## src/rtl/sar_pkg.sv

```systemverilog
package sar_pkg;

  typedef enum logic {
    PH_IDLE = 1'b0,
    PH_RUN  = 1'b1
  } sar_phase_t;

endpackage

```

## src/rtl/sar_edge_det.sv

```systemverilog
module sar_edge_det (
  input  logic clk,
  input  logic rst,
  input  logic level_i,
  output logic rise_o,
  output logic q_o
);

  logic last_q;

  always_ff @(posedge clk) begin
    if (rst) last_q <= 1'b0;
    else     last_q <= level_i;
  end

  assign rise_o = level_i & ~last_q;
  assign q_o    = last_q;

endmodule

```

## src/rtl/sar_bit_step.sv

```systemverilog
module sar_bit_step #(
  parameter int W = 3
) (
  input  logic [W-1:0] code_i,
  input  logic [W-1:0] ptr_i,
  input  logic         cmp_i,
  output logic [W-1:0] code_o,
  output logic [W-1:0] ptr_o,
  output logic         last_o
);

  // Per bit: the bit under test takes the comparator value, the bit just
  // below it is raised, every other bit keeps its value.
  for (genvar k = 0; k < W; k++) begin : g_bit
    if (k == W - 1) begin : g_top
      assign code_o[k] = ptr_i[k] ? cmp_i : code_i[k];
    end else begin : g_low
      assign code_o[k] = ptr_i[k]   ? cmp_i :
                         ptr_i[k+1] ? 1'b1  : code_i[k];
    end
  end

  assign ptr_o  = ptr_i >> 1;
  assign last_o = ptr_i[0];

endmodule

```

## src/rtl/sar_ctrl.sv

```systemverilog
module sar_ctrl #(
  parameter int RES_BITS = 3
) (
  input  logic                clk,
  input  logic                rst,
  input  logic                start_i,
  input  logic                cmp_i,
  output logic [RES_BITS-1:0] trial_o,
  output logic [RES_BITS-1:0] code_o,
  output logic                busy_o,
  output logic                done_o
);
  import sar_pkg::*;

  localparam logic [RES_BITS-1:0] TOP_ONLY = {1'b1, {(RES_BITS-1){1'b0}}};

  sar_phase_t          phase_q;
  logic [RES_BITS-1:0] work_q;
  logic [RES_BITS-1:0] ptr_q;
  logic [RES_BITS-1:0] result_q;
  logic                done_q;

  logic                start_rise;
  logic                start_q;
  logic [RES_BITS-1:0] work_nx;
  logic [RES_BITS-1:0] ptr_nx;
  logic                last_bit;

  sar_edge_det u_edge (
    .clk     (clk),
    .rst     (rst),
    .level_i (start_i),
    .rise_o  (start_rise),
    .q_o     (start_q)
  );

  sar_bit_step #(.W(RES_BITS)) u_step (
    .code_i (work_q),
    .ptr_i  (ptr_q),
    .cmp_i  (cmp_i),
    .code_o (work_nx),
    .ptr_o  (ptr_nx),
    .last_o (last_bit)
  );

  always_ff @(posedge clk) begin
    if (rst) begin
      phase_q  <= PH_IDLE;
      work_q   <= '0;
      ptr_q    <= '0;
      result_q <= '0;
      done_q   <= 1'b0;
    end else begin
      done_q <= 1'b0;
      case (phase_q)
        PH_IDLE: begin
          if (start_rise) begin
            phase_q <= PH_RUN;
            work_q  <= TOP_ONLY;
            ptr_q   <= TOP_ONLY;
          end
        end
        PH_RUN: begin
          work_q <= work_nx;
          ptr_q  <= ptr_nx;
          if (last_bit) begin
            phase_q  <= PH_IDLE;
            result_q <= work_nx;
            done_q   <= 1'b1;
          end
        end
        default: phase_q <= PH_IDLE;
      endcase
    end
  end

  assign trial_o = work_q;
  assign code_o  = result_q;
  assign busy_o  = (phase_q == PH_RUN);
  assign done_o  = done_q;

endmodule

```

## config.mk

```make
export PLATFORM = sky130hd
export DESIGN_NAME = sar_ctrl
export DESIGN_NICKNAME = d
export VERILOG_FILES = /design/src/rtl/sar_pkg.sv /design/src/rtl/sar_edge_det.sv /design/src/rtl/sar_bit_step.sv /design/src/rtl/sar_ctrl.sv
export SDC_FILE = /design/constraint.sdc
export NUM_CORES = 1
export LEC_CHECK = 0
export ABC_CLOCK_PERIOD_IN_PS = 860
export BUFFER_PORTS_ARGS = -buffer_cell sky130_fd_sc_hd__buf_2
export CORE_AREA = 4 4 41 43
export DETAILED_ROUTE_END_ITERATION = 10
export DIE_AREA = 0 0 45 47
export PLACE_DENSITY_LB_ADDON = 0.15
export SYNTH_ARGS = -nofsm -noshare
export SYNTH_HDL_FRONTEND = slang
export SYNTH_SLANG_ARGS = --single-unit
```

## constraint.sdc

```tcl
create_clock -name clk -period 0.86 [get_ports clk]
set_input_delay 0.129 -clock clk [delete_from_list [all_inputs] [get_ports clk]]
set_output_delay 0.129 -clock clk [all_outputs]
set_load 0.05 [all_outputs]
```

Yosys cells after proc, flatten, opt, wreduce, memory -nomap -nowiden

Cells that the tools add are included.

Eq/ne operators: 1
Multiplexer cells: 12
Bitwise gates (word level): 3
Reduce and logical (&&, ||, !) cells: 2

Operator list:

| cell                                          | number |
|---|---|
| 3-bit one-hot mux with 2 select lines         | 2 |
| 1-bit 2-to-1 mux                              | 8 |
| 3-bit 2-to-1 mux                              | 1 |
| 2-bit inequality test (second input constant) | 1 |
| 1-bit NOT                                     | 2 |
| 1-bit one-hot mux with 2 select lines         | 1 |
| 2-bit AND reduction                           | 1 |
| 2-bit OR reduction                            | 1 |
| 1-bit AND                                     | 1 |

Bits in registers: 12
Bits of input ports: 4
Output and inout port bits: 8
Word-level logic and storage cells: 24

Logic depth before layout (Yosys ltp)

Gate-level depths: netlist of the first run.

Word-level depth: 4
Depth in mapped cells: 4
Mapped depth without buffers: 3

Modules after synthesis

Synthesis of the first run repeated with hierarchy kept, for this count alone.

Cell total of the unflattened synthesis: 60
Area total of the unflattened synthesis: 545.5 um^2

By module, submodules not included:

| module       | instances | cells each | area each (um^2) | seq. area each (um^2) |
|---|---|---|---|---|
| sar_ctrl     | 1         | 45         | 424.2            | 220.2 |
| sar_bit_step | 1         | 12         | 73.8             | 0.0 |
| sar_edge_det | 1         | 3          | 47.5             | 20.0 |

Worst setup path after synthesis of the first run

Ideal clock, no wire load.

Path kind: register -> register
Start: register phase_q (netlist: busy_o)
End: register work_q[0] (netlist: trial_o[0])
Setup time: 0.070 ns
Data arrival time: 1.139 ns
Required time: 0.790 ns
Path slack: -0.349 ns
Cell stages (with the launch flop): 4
Path buffers: 1
Period minus slack after synthesis: 1.209 ns
Path through: dfxtp_1 > buf_6 > o311ai_1 > a21oi_1

Word-level cells in the longest chain between the ends: 2
Elaborated cells between the ends (all ways): 3
Classes of those cells: 1 x eq/ne; 1 x mux; 1 x bitwise

Ends and longest elaborated chain:

| what                                                                           | RTL line       | RTL |
|---|---|---|
| start, declared                                                                | sar_ctrl.sv:17 | `sar_phase_t phase_q;` |
| start signal, assigned                                                         | sar_ctrl.sv:48 | `phase_q <= PH_IDLE;` |
| start signal, assigned                                                         | sar_ctrl.sv:58 | `phase_q <= PH_RUN;` |
| start signal, assigned                                                         | sar_ctrl.sv:67 | `phase_q <= PH_IDLE;` |
| 1-bit NOT                                                                      | -              |  |
| 3-bit one-hot mux with 2 select lines or 2-bit inequality test (tied branches) | -              |  |
| end signal, assigned                                                           | sar_ctrl.sv:64 | `work_q <= work_nx;` |
| end, declared                                                                  | sar_ctrl.sv:18 | `logic [RES_BITS-1:0] work_q;` |

Several ways; a longest one is shown, not always the timed one.
A chain may end at the register's enable or synchronous reset.

Final worst setup path of the first run

Start: register work_q[1] (netlist: trial_o[1])
End: output trial_o[1]

RTL lines:

| what          | RTL line      | RTL |
|---|---|---|
| end, declared | sar_ctrl.sv:8 | `output logic [RES_BITS-1:0] trial_o,` |

No word-level cell between the ends.

==> impl_summary.txt, run 1 <==
----------------------------------------------------
[Power and ir drop]
  Fraction of power consumed by the clock network ... 0.341
  Int Pwr ... 982 µW
  Portion of total power attributed to combinational logic ... 0.207
  Worst supply voltage drop on vdd ... 0.00112 V
  Switching power as a share of total power ... 0.253
  Power density normalized to cell area ... 1580 nW/µm²
  Net Switching ... 332 µW
  Share of total power in sequential cells ... 0.452
  Leakage power ... 0.335 nW

[STA]
  Unrepaired setup endpoints after global routing ... yes
  Setup total negative slack ... -1090 ps
  Worst setup skew after layout ... 1.54 ps
  Tcrit/Tclk final ... 1.16
  Final Max Slew Viols ... 0
  Final setup slack of the worst path ... -133 ps
  Final worst hold slack ... 123 ps
  Max Fclk ... 1010 MHz
  Final hold vios ... 0
  Min cycle time layout ... 993 ps
  Final setup fails ... 17
  Slew at the pin with the worst max-slew slack ... 275 ps
  Worst max-slew margin expressed relative to the limit ... 0.817

[Worst setup path]
  Last element of the critical path ... trial_o[1]
  Beginning of the critical path ... trial_o[1]
  R2r startpoint ... busy_o
  Peak fanout along the critical path ... 2
  Setup slack of the most critical reg-to-reg path ... -110 ps
  Critical path class ... flip-flop to primary output
  Required time of the critical path ... 730 ps
  CP cell instances ... buf_6 -> buf_8
  Kind of end point of the critical path ... primary output
  Depth of the most critical reg-to-reg path ... 4
  WP data arrival ... 860 ps
  Slowest library cell on the worst path ... sky130_fd_sc_hd__dfxtp_4
  Critical path launch point type ... flip-flop
  Critical Path Max Stage Delay ... 340 ps
  Worst flop-to-flop path endpoint ... ptr_q[0]

[Global route]
  Remaining global-route overflow ... 0
  Number of antenna violations at the first check in global routing ... 0
  Global-route wire length before repair ... 1620 µm
  Number of global-route vias before repair ... 371
  Global-route total usage across every layer ... 0.113
  Pin count of the biggest net entering global routing ... 13

[Yosys]
  Main combinational cell family by area after synthesis ... simple AND/OR/NAND/NOR gates
  Number of register bits inferred by synthesis ... 12
  Number of distinct library cells after synthesis ... 21
  Syn Area/Cell ... 9.52 µm²
  Fraction of the mapped netlist area in compound gates ... 0.170
  Post-Synth XOR/XNOR Area ... 0
  Post-Synthesis Net Count ... 55
  Area share of and/or/nand/nor cells after synthesis ... 0.263
  Count of synthesis-stage warnings from yosys ... 0
  Sequential area share after synthesis ... 0.495
  Post-Syn Area ... 485 µm²
  Adder-cell area share of the yosys netlist ... 0
  Number of instances in the synthesized netlist ... 51
  Share of synthesized area spent on multiplexers ... 0.0206

[Layout]
  Diode insertion count for antenna repair ... 0
  Fraction of final layout cells with drive strength greater than 1 ... 0.613
  Net count reported at finish ... 80
  Growth of design area from synthesis to finish ... 71.4%
  Fill cell instance count of the final layout ... 107
  Finished Core Util ... 0.639
  Post-route non-filler standard cell count ... 90

[Routing]
  Vias ... 453
  Post-route ant nets ... 0
  Via density per instance ... 5.03
  First DRT Iteration DRCs ... 3
  Total length of routed wires ... 1040 µm
  Total DRC errors in the routed layout ... 0
  First-pass iteration count of the detailed router ... 3
  Post-detailed-route wirelength per cell ... 11.5 µm

[Clock network]
  Source-to-sink clock delay at the later pin of the worst-skew pair ... 270 ps
  Clock tree root driver cell ... sky130_fd_sc_hd__clkbuf_4
  Clock slew seen by the registers of the worst setup and hold paths ... 80 ps
  Maximum level of the CTS H-tree ... 1
  Inserted Clock Buffers ... 3
  Clock sink total ... 12
  Total of hold buffers inserted after clock tree synthesis ... 0
  Number of buffers on the longest clock path ... 2
  Clock tree from TritonCTS ... built

[Floorplan]
  DIE WIDTH ... 45 µm
  I/O pins ... 12
  Area of the die ... 2120 µm²
  Starting density of the core ... 0.373
  Die boundary height ... 47 µm
  Standard-cell rows ... 13
  Core Box Area ... 1300 µm²

[Placed design]
  Number of input and output port buffers inserted ... 11
  Detailed-placement wirelength estimate ... 677 µm
  RD Place Congestion ... 0.787
  Dpl ws ... -90.8 ps
  Total placed cells including tap cells ... 80

[Run status]
  Outcome ... complete, but fails checks
  Violations in the final reports ... setup timing

[Worst hold path]
  Hold path startpoint ... start_i
  Min-Delay Path Class ... input port to flip-flop

[Flow run]
  Maximum Capacitance Violations ... 0

----------------------------------------------------
## sequential cells by signal (all words and copies together) (netlist names)
name,flops
busy_o,1
done_o,1
u_edge.q_o,1
code_o,3
trial_o,3
ptr_q,3
## worst max-delay path: cells and delay by family (launching register included)
kind,cells,cell delay [ps]
flip-flops,1,340
buffers and inverters,2,250
## cells in the mapped netlist
cell	instances	area (µm²)
sky130_fd_sc_hd__dfxtp_1	12	240
sky130_fd_sc_hd__a21oi_1	9	45.0
sky130_fd_sc_hd__nand2_1	5	18.8
sky130_fd_sc_hd__nand3b_1	4	30.0
sky130_fd_sc_hd__buf_2	2	10.0
sky130_fd_sc_hd__nand2b_1	2	12.5
sky130_fd_sc_hd__nand3_1	2	10.0
sky130_fd_sc_hd__nor2_1	2	7.51
sky130_fd_sc_hd__a211oi_1	1	7.51
sky130_fd_sc_hd__a211oi_2	1	12.5
sky130_fd_sc_hd__a311oi_1	1	8.76
sky130_fd_sc_hd__buf_6	1	11.3
sky130_fd_sc_hd__inv_1	1	3.75
sky130_fd_sc_hd__mux2i_1	1	10.0
sky130_fd_sc_hd__nand2b_4	1	13.8
sky130_fd_sc_hd__nand4_1	1	6.26
sky130_fd_sc_hd__nor2b_1	1	6.26
sky130_fd_sc_hd__o311ai_1	1	8.76
sky130_fd_sc_hd__or2_4	1	8.76
sky130_fd_sc_hd__or2b_1	1	7.51
sky130_fd_sc_hd__or3_1	1	6.26
## cells in the final DEF, fill, tap and decap left out
cell and count:
sky130_fd_sc_hd__a211oi_2 2, sky130_fd_sc_hd__a21oi_1 6, sky130_fd_sc_hd__a21oi_2 3, sky130_fd_sc_hd__a311oi_1 1
sky130_fd_sc_hd__buf_12 2, sky130_fd_sc_hd__buf_2 3, sky130_fd_sc_hd__buf_4 4, sky130_fd_sc_hd__buf_6 7
sky130_fd_sc_hd__buf_8 7, sky130_fd_sc_hd__clkbuf_4 3, sky130_fd_sc_hd__clkbuf_8 1, sky130_fd_sc_hd__dfxtp_1 2
sky130_fd_sc_hd__dfxtp_2 8, sky130_fd_sc_hd__dfxtp_4 2, sky130_fd_sc_hd__inv_1 1, sky130_fd_sc_hd__mux2i_1 1
sky130_fd_sc_hd__nand2_1 3, sky130_fd_sc_hd__nand2_2 1, sky130_fd_sc_hd__nand2_4 1, sky130_fd_sc_hd__nand2b_1 2
sky130_fd_sc_hd__nand2b_4 1, sky130_fd_sc_hd__nand3_1 2, sky130_fd_sc_hd__nand3b_1 4, sky130_fd_sc_hd__nand4_1 1
sky130_fd_sc_hd__nor2_1 2, sky130_fd_sc_hd__nor2b_1 1, sky130_fd_sc_hd__o311ai_1 1, sky130_fd_sc_hd__or2_4 1
sky130_fd_sc_hd__or2b_1 1, sky130_fd_sc_hd__or3_1 1
## power groups by stage
stage,combinational [mW],clock [mW],sequential [mW]
2_1_floorplan,0.0764,0,0.647
3_3_place_gp,0.178,0,0.610
3_5_place_dp,0.178,0,0.610
4_1_cts,0.263,0.467,0.593
5_1_grt,0.289,0.500,0.597
6_report,0.272,0.447,0.594
## metrics by stage
step	total power, mW	cell area [µm²]
global route	1.39	832
detailed placement	0.788	603
floorplan	0.723	493
global placement	0.788	603
finish	1.31	832
CTS	1.32	796
## per-layer routing
layer / share of wire / GRT usage
met5: 0 / 0
met4: 0.018 / 0.0877
met3: 0.055 / 0.0498
met2: 0.46 / 0.158
met1: 0.47 / 0.134
## kinds of logic (layout without fill, tap and decap cells)
| logic type | after synthesis | count (layout) |
|---|---|---|
| simple gates | 21 | 21 |
| buf+inv | 4 | 28 |
| compound gates | 13 | 13 |
| flops | 12 | 12 |
| mux | 1 | 1 |
## what timing repair did
item	4_1_cts	5_1_grt
pin swaps	9	1
setup buffers	5	1
gates resized for setup	37	8
endpoints found under the hold margin	0	0
setup endpoints to repair	18	18
## area by class of cell
cell class              count  area [µm²]  area share
repair buffers             23         269       0.323
flip-flops and latches     12         258       0.310
multi-input cells          35         246       0.296
clock buffers               4        36.3      0.0436
well taps                  15        18.8      0.0226
inverters                   1        3.75     0.00451
## worst min path at each step
stage,end,cells after the start,slack [ps]
global placement,u_edge.q_o,2,400
finish,u_edge.q_o,2,120
floorplan,u_edge.q_o,1,200
CTS,u_edge.q_o,2,120
global route,u_edge.q_o,2,130
detailed placement,u_edge.q_o,2,400
Power figures use the tool's default switching activity.
==> run 2, diff against run 1 <==
- REMOVE_ABC_BUFFERS: not set -> 1
==> impl_summary.txt, run 2 (synthesis gave the netlist of run 1 again) <==
----------------------------------------------------
[Run status]
  Outcome ... complete, but fails checks
  Violations in the final reports ... setup timing

[Global route]
  Remaining global-route overflow ... 0 (unchanged)
  Global-route total usage across every layer ... 0.122 (+0.00934)
  Global-route wire length before repair ... 1830 µm (+13%)
  Number of antenna violations at the first check in global routing ... 0 (unchanged)
  Pin count of the biggest net entering global routing ... 13 (unchanged)
  Number of global-route vias before repair ... 432 (+16%)

[STA]
  Tcrit/Tclk final ... 1.15 (-0.00945)
  Max Fclk ... 1010 MHz (+0.82%)
  Final setup fails ... 14 (-3)
  Worst setup skew after layout ... 3.31 ps (+1.77 ps)
  Unrepaired setup endpoints after global routing ... yes
  Min cycle time layout ... 985 ps (-8.13 ps)
  Final worst hold slack ... 120 ps (-3.24 ps)
  Slew at the pin with the worst max-slew slack ... 243 ps (-32.1 ps)
  Final Max Slew Viols ... 0 (unchanged)
  Final setup slack of the worst path ... -125 ps (+8.12 ps)
  Final hold vios ... 0 (unchanged)
  Worst max-slew margin expressed relative to the limit ... 0.838 (+0.0214)

[Clock network]
  Maximum level of the CTS H-tree ... 1 (unchanged)
  Number of buffers on the longest clock path ... 2 (unchanged)
  Clock slew seen by the registers of the worst setup and hold paths ... 70 ps (about the same)
  Clock tree root driver cell ... sky130_fd_sc_hd__clkbuf_4
  Clock sink total ... 12 (unchanged)
  Total of hold buffers inserted after clock tree synthesis ... 0 (unchanged)
  Inserted Clock Buffers ... 3 (unchanged)
  Clock tree from TritonCTS ... built
  Source-to-sink clock delay at the later pin of the worst-skew pair ... 270 ps (about the same)

[Routing]
  First-pass iteration count of the detailed router ... 4 (+1)
  Via density per instance ... 5.07 (+0.69%)
  Total length of routed wires ... 1050 µm (+0.87%)
  First DRT Iteration DRCs ... 2 (-1)
  Post-route ant nets ... 0 (unchanged)
  Post-detailed-route wirelength per cell ... 11.9 µm (+3.2%)
  Total DRC errors in the routed layout ... 0 (unchanged)
  Vias ... 446 (-1.5%)

[Power and ir drop]
  Switching power as a share of total power ... 0.251 (-0.00147)
  Net Switching ... 315 µW (-5.2%)
  Worst supply voltage drop on vdd ... 0.00116 V (+3.6%)
  Share of total power in sequential cells ... 0.473 (+0.021)
  Int Pwr ... 938 µW (-4.4%)
  Leakage power ... 0.302 nW (-9.9%)
  Portion of total power attributed to combinational logic ... 0.174 (-0.033)
  Fraction of power consumed by the clock network ... 0.353 (+0.012)
  Power density normalized to cell area ... 1640 nW/µm² (+3.7%)

[Placed design]
  Number of input and output port buffers inserted ... 11 (unchanged)
  Dpl ws ... -122 ps (-30.8 ps)
  Total placed cells including tap cells ... 80 (unchanged)
  Detailed-placement wirelength estimate ... 688 µm (+1.7%)
  Area of placed instances ... 583 µm² (-3.3%)
  RD Place Congestion ... 0.790 (+0.42%)

[Layout]
  Diode insertion count for antenna repair ... 0 (unchanged)
  Post-route non-filler standard cell count ... 88 (-2.2%)
  Highest-count cells in the layout ignoring fill and taps ... sky130_fd_sc_hd__a21oi_1, sky130_fd_sc_hd__buf_4, sky130_fd_sc_hd__dfxtp_2, sky130_fd_sc_hd__buf_8, sky130_fd_sc_hd__nand2_1
  Growth of design area from synthesis to finish ... 57.7%
  Finished Core Util ... 0.588 (-0.0510)
  Fill cell instance count of the final layout ... 110 (+2.8%)
  Fraction of final layout cells with drive strength greater than 1 ... 0.548 (-0.0654)
  Final Instance Area ... 766 µm² (-8.0%)
  Net count reported at finish ... 78 (-2.5%)
  Most common cell after layout, fill and taps aside ... sky130_fd_sc_hd__a21oi_1

[Worst setup path]
  Required time of the critical path ... 1020 ps (+290 ps)
  Critical Path Max Stage Delay ... 380 ps (+40 ps)
  Critical path class ... flip-flop to flip-flop
  Kind of end point of the critical path ... flip-flop
  Slowest library cell on the worst path ... sky130_fd_sc_hd__or3_1
  Kind of cell with the highest combined delay on the critical path ... simple AND/OR/NAND/NOR gates
  Critical path launch point type ... flip-flop
  CP cell instances ... or3_1 -> nand4_1 -> a21oi_1
  WP data arrival ... 1140 ps (+280 ps)
  Buffering stage count on the worst path with inverters included ... 0 (-2)
  Peak fanout along the critical path ... 2 (unchanged)

[Floorplan]
  Die boundary height ... 47 µm (unchanged)
  Starting density of the core ... 0.373 (unchanged)
  Area of the die ... 2120 µm² (unchanged)
  Standard-cell rows ... 13 (unchanged)
  DIE WIDTH ... 45 µm (unchanged)
  I/O pins ... 12 (unchanged)
  Core Box Area ... 1300 µm² (unchanged)

[Worst hold path]
  Min-Delay Path Class ... input port to flip-flop

[Flow run]
  Maximum Capacitance Violations ... 0 (unchanged)

----------------------------------------------------
## run 2: cell types whose count changed in the layout (fill, tap and decap cells not counted), moves of 2 or more
cell / before / now
sky130_fd_sc_hd__nand2_1: 3 / 5
sky130_fd_sc_hd__buf_12: 2 / 0
sky130_fd_sc_hd__buf_6: 7 / 3
sky130_fd_sc_hd__buf_4: 4 / 8
sky130_fd_sc_hd__a21oi_1: 6 / 9
sky130_fd_sc_hd__a21oi_2: 3 / 0
## run 2: power by group through the flow
stage / clock network [mW] / registers (mW) / logic, mW
finish: 0.442 / 0.593 / 0.218
global route: 0.496 / 0.597 / 0.233
CTS: 0.467 / 0.598 / 0.218
detailed placement: 0 / 0.606 / 0.171
global placement: 0 / 0.606 / 0.170
floorplan: 0 / 0.652 / 0.0555
## run 2: worst reg2reg max path: cells and delay by family (launching register included)
kind / cells / cell delay (ps)
flops: 1 / 320
simple gates: 2 / 480
compound gates: 1 / 60
## run 2: repair_timing
action | 4_1_cts | 5_1_grt
resized for setup | 38 | 2
buffers inserted | 4 | 0
endpoints found under the setup margin | 18 | 18
pin swaps | 5 | 1
## run 2: area by class of cell
class	count	area [µm²]	share of cell area
flip-flops and latches	12	260	0.340
inverters	1	3.75	0.00490
repair buffers	21	214	0.279
well taps	15	18.8	0.0245
multi-input cells	35	233	0.304
clock buffers	4	36.3	0.0474
## run 2: path summary, 6_finish.rpt
kind | slack [ps] | startpoint | to | cells after the start
setup / recovery | -130 | ptr_q[2] | code_o[1] | 3
hold / removal | 120 | start_i | u_edge.q_o | 2
setup reg to reg | -130 | ptr_q[2] | code_o[1] | 3
hold reg to reg | 480 | code_o[1] | code_o[1] | 2
## run 2: stage by stage
step	power [mW]	setup TNS, ps
after CTS	1.28	-844
final	1.25	-741
after global routing	1.33	-1510
after floorplan	0.707	-4100
after detailed placement	0.777	-872
after global placement	0.776	-743
## run 2: metal layers
metal  up-vias  routed length, µm  track usage
met1       203                499        0.138
met5         -                  0            0
met4         0                 14       0.0526
li1        226                  -            -
met2        13                449        0.195
met3         4                 82       0.0613
==> run 3, diff against run 2 <==
- CELL_PAD_IN_SITES_DETAIL_PLACEMENT: not set -> 0
- CELL_PAD_IN_SITES_GLOBAL_PLACEMENT: not set -> 2
- CORE_AREA: 4 4 41 43 -> not set
- CORE_ASPECT_RATIO: not set -> 1.25
- CORE_MARGIN: not set -> 4
- CORE_UTILIZATION: not set -> 26
- DIE_AREA: 0 0 45 47 -> not set
==> impl_summary.txt, run 3 (synthesis gave the netlist of run 1 again) <==
----------------------------------------------------
[Power and ir drop]
  Worst supply voltage drop on vdd ... 0.00107 V (-7.6%)
  Power density normalized to cell area ... 1530 nW/µm² (-6.5%)
  Leakage power ... 0.327 nW (+8.2%)
  Total power after layout ... 1.30 mW (+3.9%)

[Floorplan]
  Die boundary height ... 56.3 µm (+20%)
  Starting density of the core ... 0.275 (-0.0981)
  Standard-cell rows ... 17 (+4)
  I/O pins ... 12 (unchanged)
  Core Box Area ... 1770 µm² (+36%)
  DIE WIDTH ... 46.7 µm (+3.7%)
  Area of the die ... 2630 µm² (+24%)

[Clock network]
  Clock slew seen by the registers of the worst setup and hold paths ... 80 ps (about the same)
  Source-to-sink clock delay at the later pin of the worst-skew pair ... 270 ps (about the same)
  Total of hold buffers inserted after clock tree synthesis ... 0 (unchanged)
  Maximum level of the CTS H-tree ... 1 (unchanged)
  Inserted Clock Buffers ... 3 (unchanged)
  Clock tree from TritonCTS ... built
  Number of buffers on the longest clock path ... 2 (unchanged)
  Clock tree root driver cell ... sky130_fd_sc_hd__clkbuf_4
  Clock sink total ... 12 (unchanged)

[Routing]
  Met2 wirelength from detailed routing ... 618 µm (+38%)
  Post-detailed-route wirelength per cell ... 12.7 µm (+7.1%)
  Via density per instance ... 4.82 (-4.8%)
  Topmost layer with routed signal wires ... met4
  Vias ... 463 (+3.8%)
  Total length of routed wires ... 1220 µm (+17%)
  First-pass iteration count of the detailed router ... 3 (-1)
  Wire length on met3 ... 65 µm (-21%)
  Post-route ant nets ... 0 (unchanged)
  Total DRC errors in the routed layout ... 0 (unchanged)
  First DRT Iteration DRCs ... 2 (unchanged)
  Metal1 wirelength ... 533 µm (+6.8%)

[Layout]
  Highest-count cells in the layout ignoring fill and taps ... sky130_fd_sc_hd__buf_4, sky130_fd_sc_hd__dfxtp_2, sky130_fd_sc_hd__buf_8
  Diode insertion count for antenna repair ... 0 (unchanged)
  Growth of design area from synthesis to finish ... 75.3%
  Most common cell after layout, fill and taps aside ... sky130_fd_sc_hd__buf_4
  Fraction of final layout cells with drive strength greater than 1 ... 0.714 (+0.166)
  Net count reported at finish ... 82 (+5.1%)

[STA]
  Final Max Slew Viols ... 0 (unchanged)
  Final setup slack of the worst path ... -124 ps (+1.42 ps)
  Max Fclk ... 1020 MHz (+0.14%)
  Min cycle time layout ... 984 ps (-1.42 ps)
  Final setup fails ... 15 (+1)
  Final hold vios ... 0 (unchanged)
  Tcrit/Tclk final ... 1.14 (-0.00165)
  Slew at the pin with the worst max-slew slack ... 319 ps (+75.9 ps)
  Worst setup skew after layout ... 0.818 ps (-2.49 ps)
  Worst max-slew margin expressed relative to the limit ... 0.787 (-0.0506)
  Unrepaired setup endpoints after global routing ... yes
  Final worst hold slack ... 121 ps (+0.623 ps)

[Worst setup path]
  R2r startpoint ... ptr_q[2]
  Required time of the critical path ... 1010 ps (about the same)
  Beginning of the critical path ... ptr_q[2]
  Critical Path Max Stage Delay ... 390 ps (about the same)
  Peak fanout along the critical path ... 2 (unchanged)
  Depth of the most critical reg-to-reg path ... 3 (unchanged)
  Setup slack of the most critical reg-to-reg path ... -120 ps (about the same)
  Worst flop-to-flop path endpoint ... code_o[1]
  WP data arrival ... 1130 ps (about the same)
  Kind of end point of the critical path ... flip-flop
  Critical path launch point type ... flip-flop
  Slowest library cell on the worst path ... sky130_fd_sc_hd__or3_4
  CP cell instances ... or3_4 -> nand4_1 -> a21oi_1
  Last element of the critical path ... code_o[1]
  Critical path class ... flip-flop to flip-flop

[Global route]
  Global-route wire length before repair ... 2140 µm (+17%)
  Remaining global-route overflow ... 0 (unchanged)
  Number of antenna violations at the first check in global routing ... 0 (unchanged)
  Global-route total usage across every layer ... 0.115 (-0.00672)
  Pin count of the biggest net entering global routing ... 13 (unchanged)
  Number of global-route vias before repair ... 471 (+9.0%)

[Worst hold path]
  Min-Delay Path Class ... input port to flip-flop
  Min-Delay Path Depth ... 2 (unchanged)

[Run status]
  Violations in the final reports ... setup timing
  Outcome ... complete, but fails checks

[Placed design]
  Dpl ws ... -149 ps (-27.0 ps)
  RD Place Congestion ... 0.655 (-17%)
  Detailed-placement wirelength estimate ... 802 µm (+16%)
  Number of input and output port buffers inserted ... 11 (unchanged)

[Flow run]
  Maximum Capacitance Violations ... 0 (unchanged)

----------------------------------------------------
-- run 3: cell count changes in the layout (fill, tap and decap cells not counted) --
cell	previous run	this run
sky130_fd_sc_hd__a21oi_1	9	3
sky130_fd_sc_hd__nand2_2	0	2
sky130_fd_sc_hd__nand2_1	5	3
sky130_fd_sc_hd__nand3_1	2	0
sky130_fd_sc_hd__buf_4	8	10
sky130_fd_sc_hd__or3_4	0	1
sky130_fd_sc_hd__nand3_2	0	2
sky130_fd_sc_hd__a21oi_2	0	6
sky130_fd_sc_hd__or3_1	1	0
sky130_fd_sc_hd__buf_6	3	5
-- run 3: metrics by stage --
| step | util | cell area, µm² | instances | setup TNS [ps] |
|---|---|---|---|---|
| after global routing | 0.482 | 851 | 96 | -1490 |
| after global placement | 0.346 | 611 | 87 | -1160 |
| final | 0.482 | 851 | 96 | -730 |
| after CTS | 0.456 | 806 | 94 | -893 |
| after floorplan | - | 464 | 48 | -4100 |
| after detailed placement | 0.346 | 611 | 87 | -1350 |
-- run 3: routing by layer --
layer  track usage  vias up
li1              -      233
met1         0.155      218
met2         0.159       10
met3        0.0385        2
met4        0.0593        0
met5             0        -
-- run 3: timing repair --
item / in CTS / in global routing
resized for setup: 44 / 9
buffers inserted: 3 / 2
pin swaps: 6 / 5
endpoints found under the setup margin: 19 / 18
-- run 3: layout make-up --
type / count / area, µm²
inverter: 1 / 3.75
fill: 172 / 915
multi-input combinational: 35 / 275
sequential: 12 / 260
timing repair buffer: 25 / 251
tap: 19 / 23.8
clock buffer: 4 / 36.3
-- run 3: where the power goes --
part / switching (mW) / internal (mW) / total [mW] / leakage [nW]
logic: 0.127 / 0.133 / 0.260 / 0.203
clock network: 0.190 / 0.257 / 0.447 / 0.0210
registers: 0.0214 / 0.574 / 0.595 / 0.103
total: 0.338 / 0.964 / 1.30 / 0.327
-- run 3: critical path, delay by kind of cell, from the launching register on --
family           cells  cell delay [ps]
AND/OR/NAND/NOR      2              480
flip-flops           1              330
AO/OA/AOI/OAI        1               60
-- run 3: worst min path at each step --
| stage | endpoint | slack [ps] | startpoint |
|---|---|---|---|
| CTS | u_edge.q_o | 110 | start_i |
| global placement | u_edge.q_o | 400 | start_i |
| finish | u_edge.q_o | 120 | start_i |
| global route | code_o[0] | 140 | cmp_i |
| floorplan | trial_o[2] | 190 | rst |
| detailed placement | u_edge.q_o | 400 | start_i |
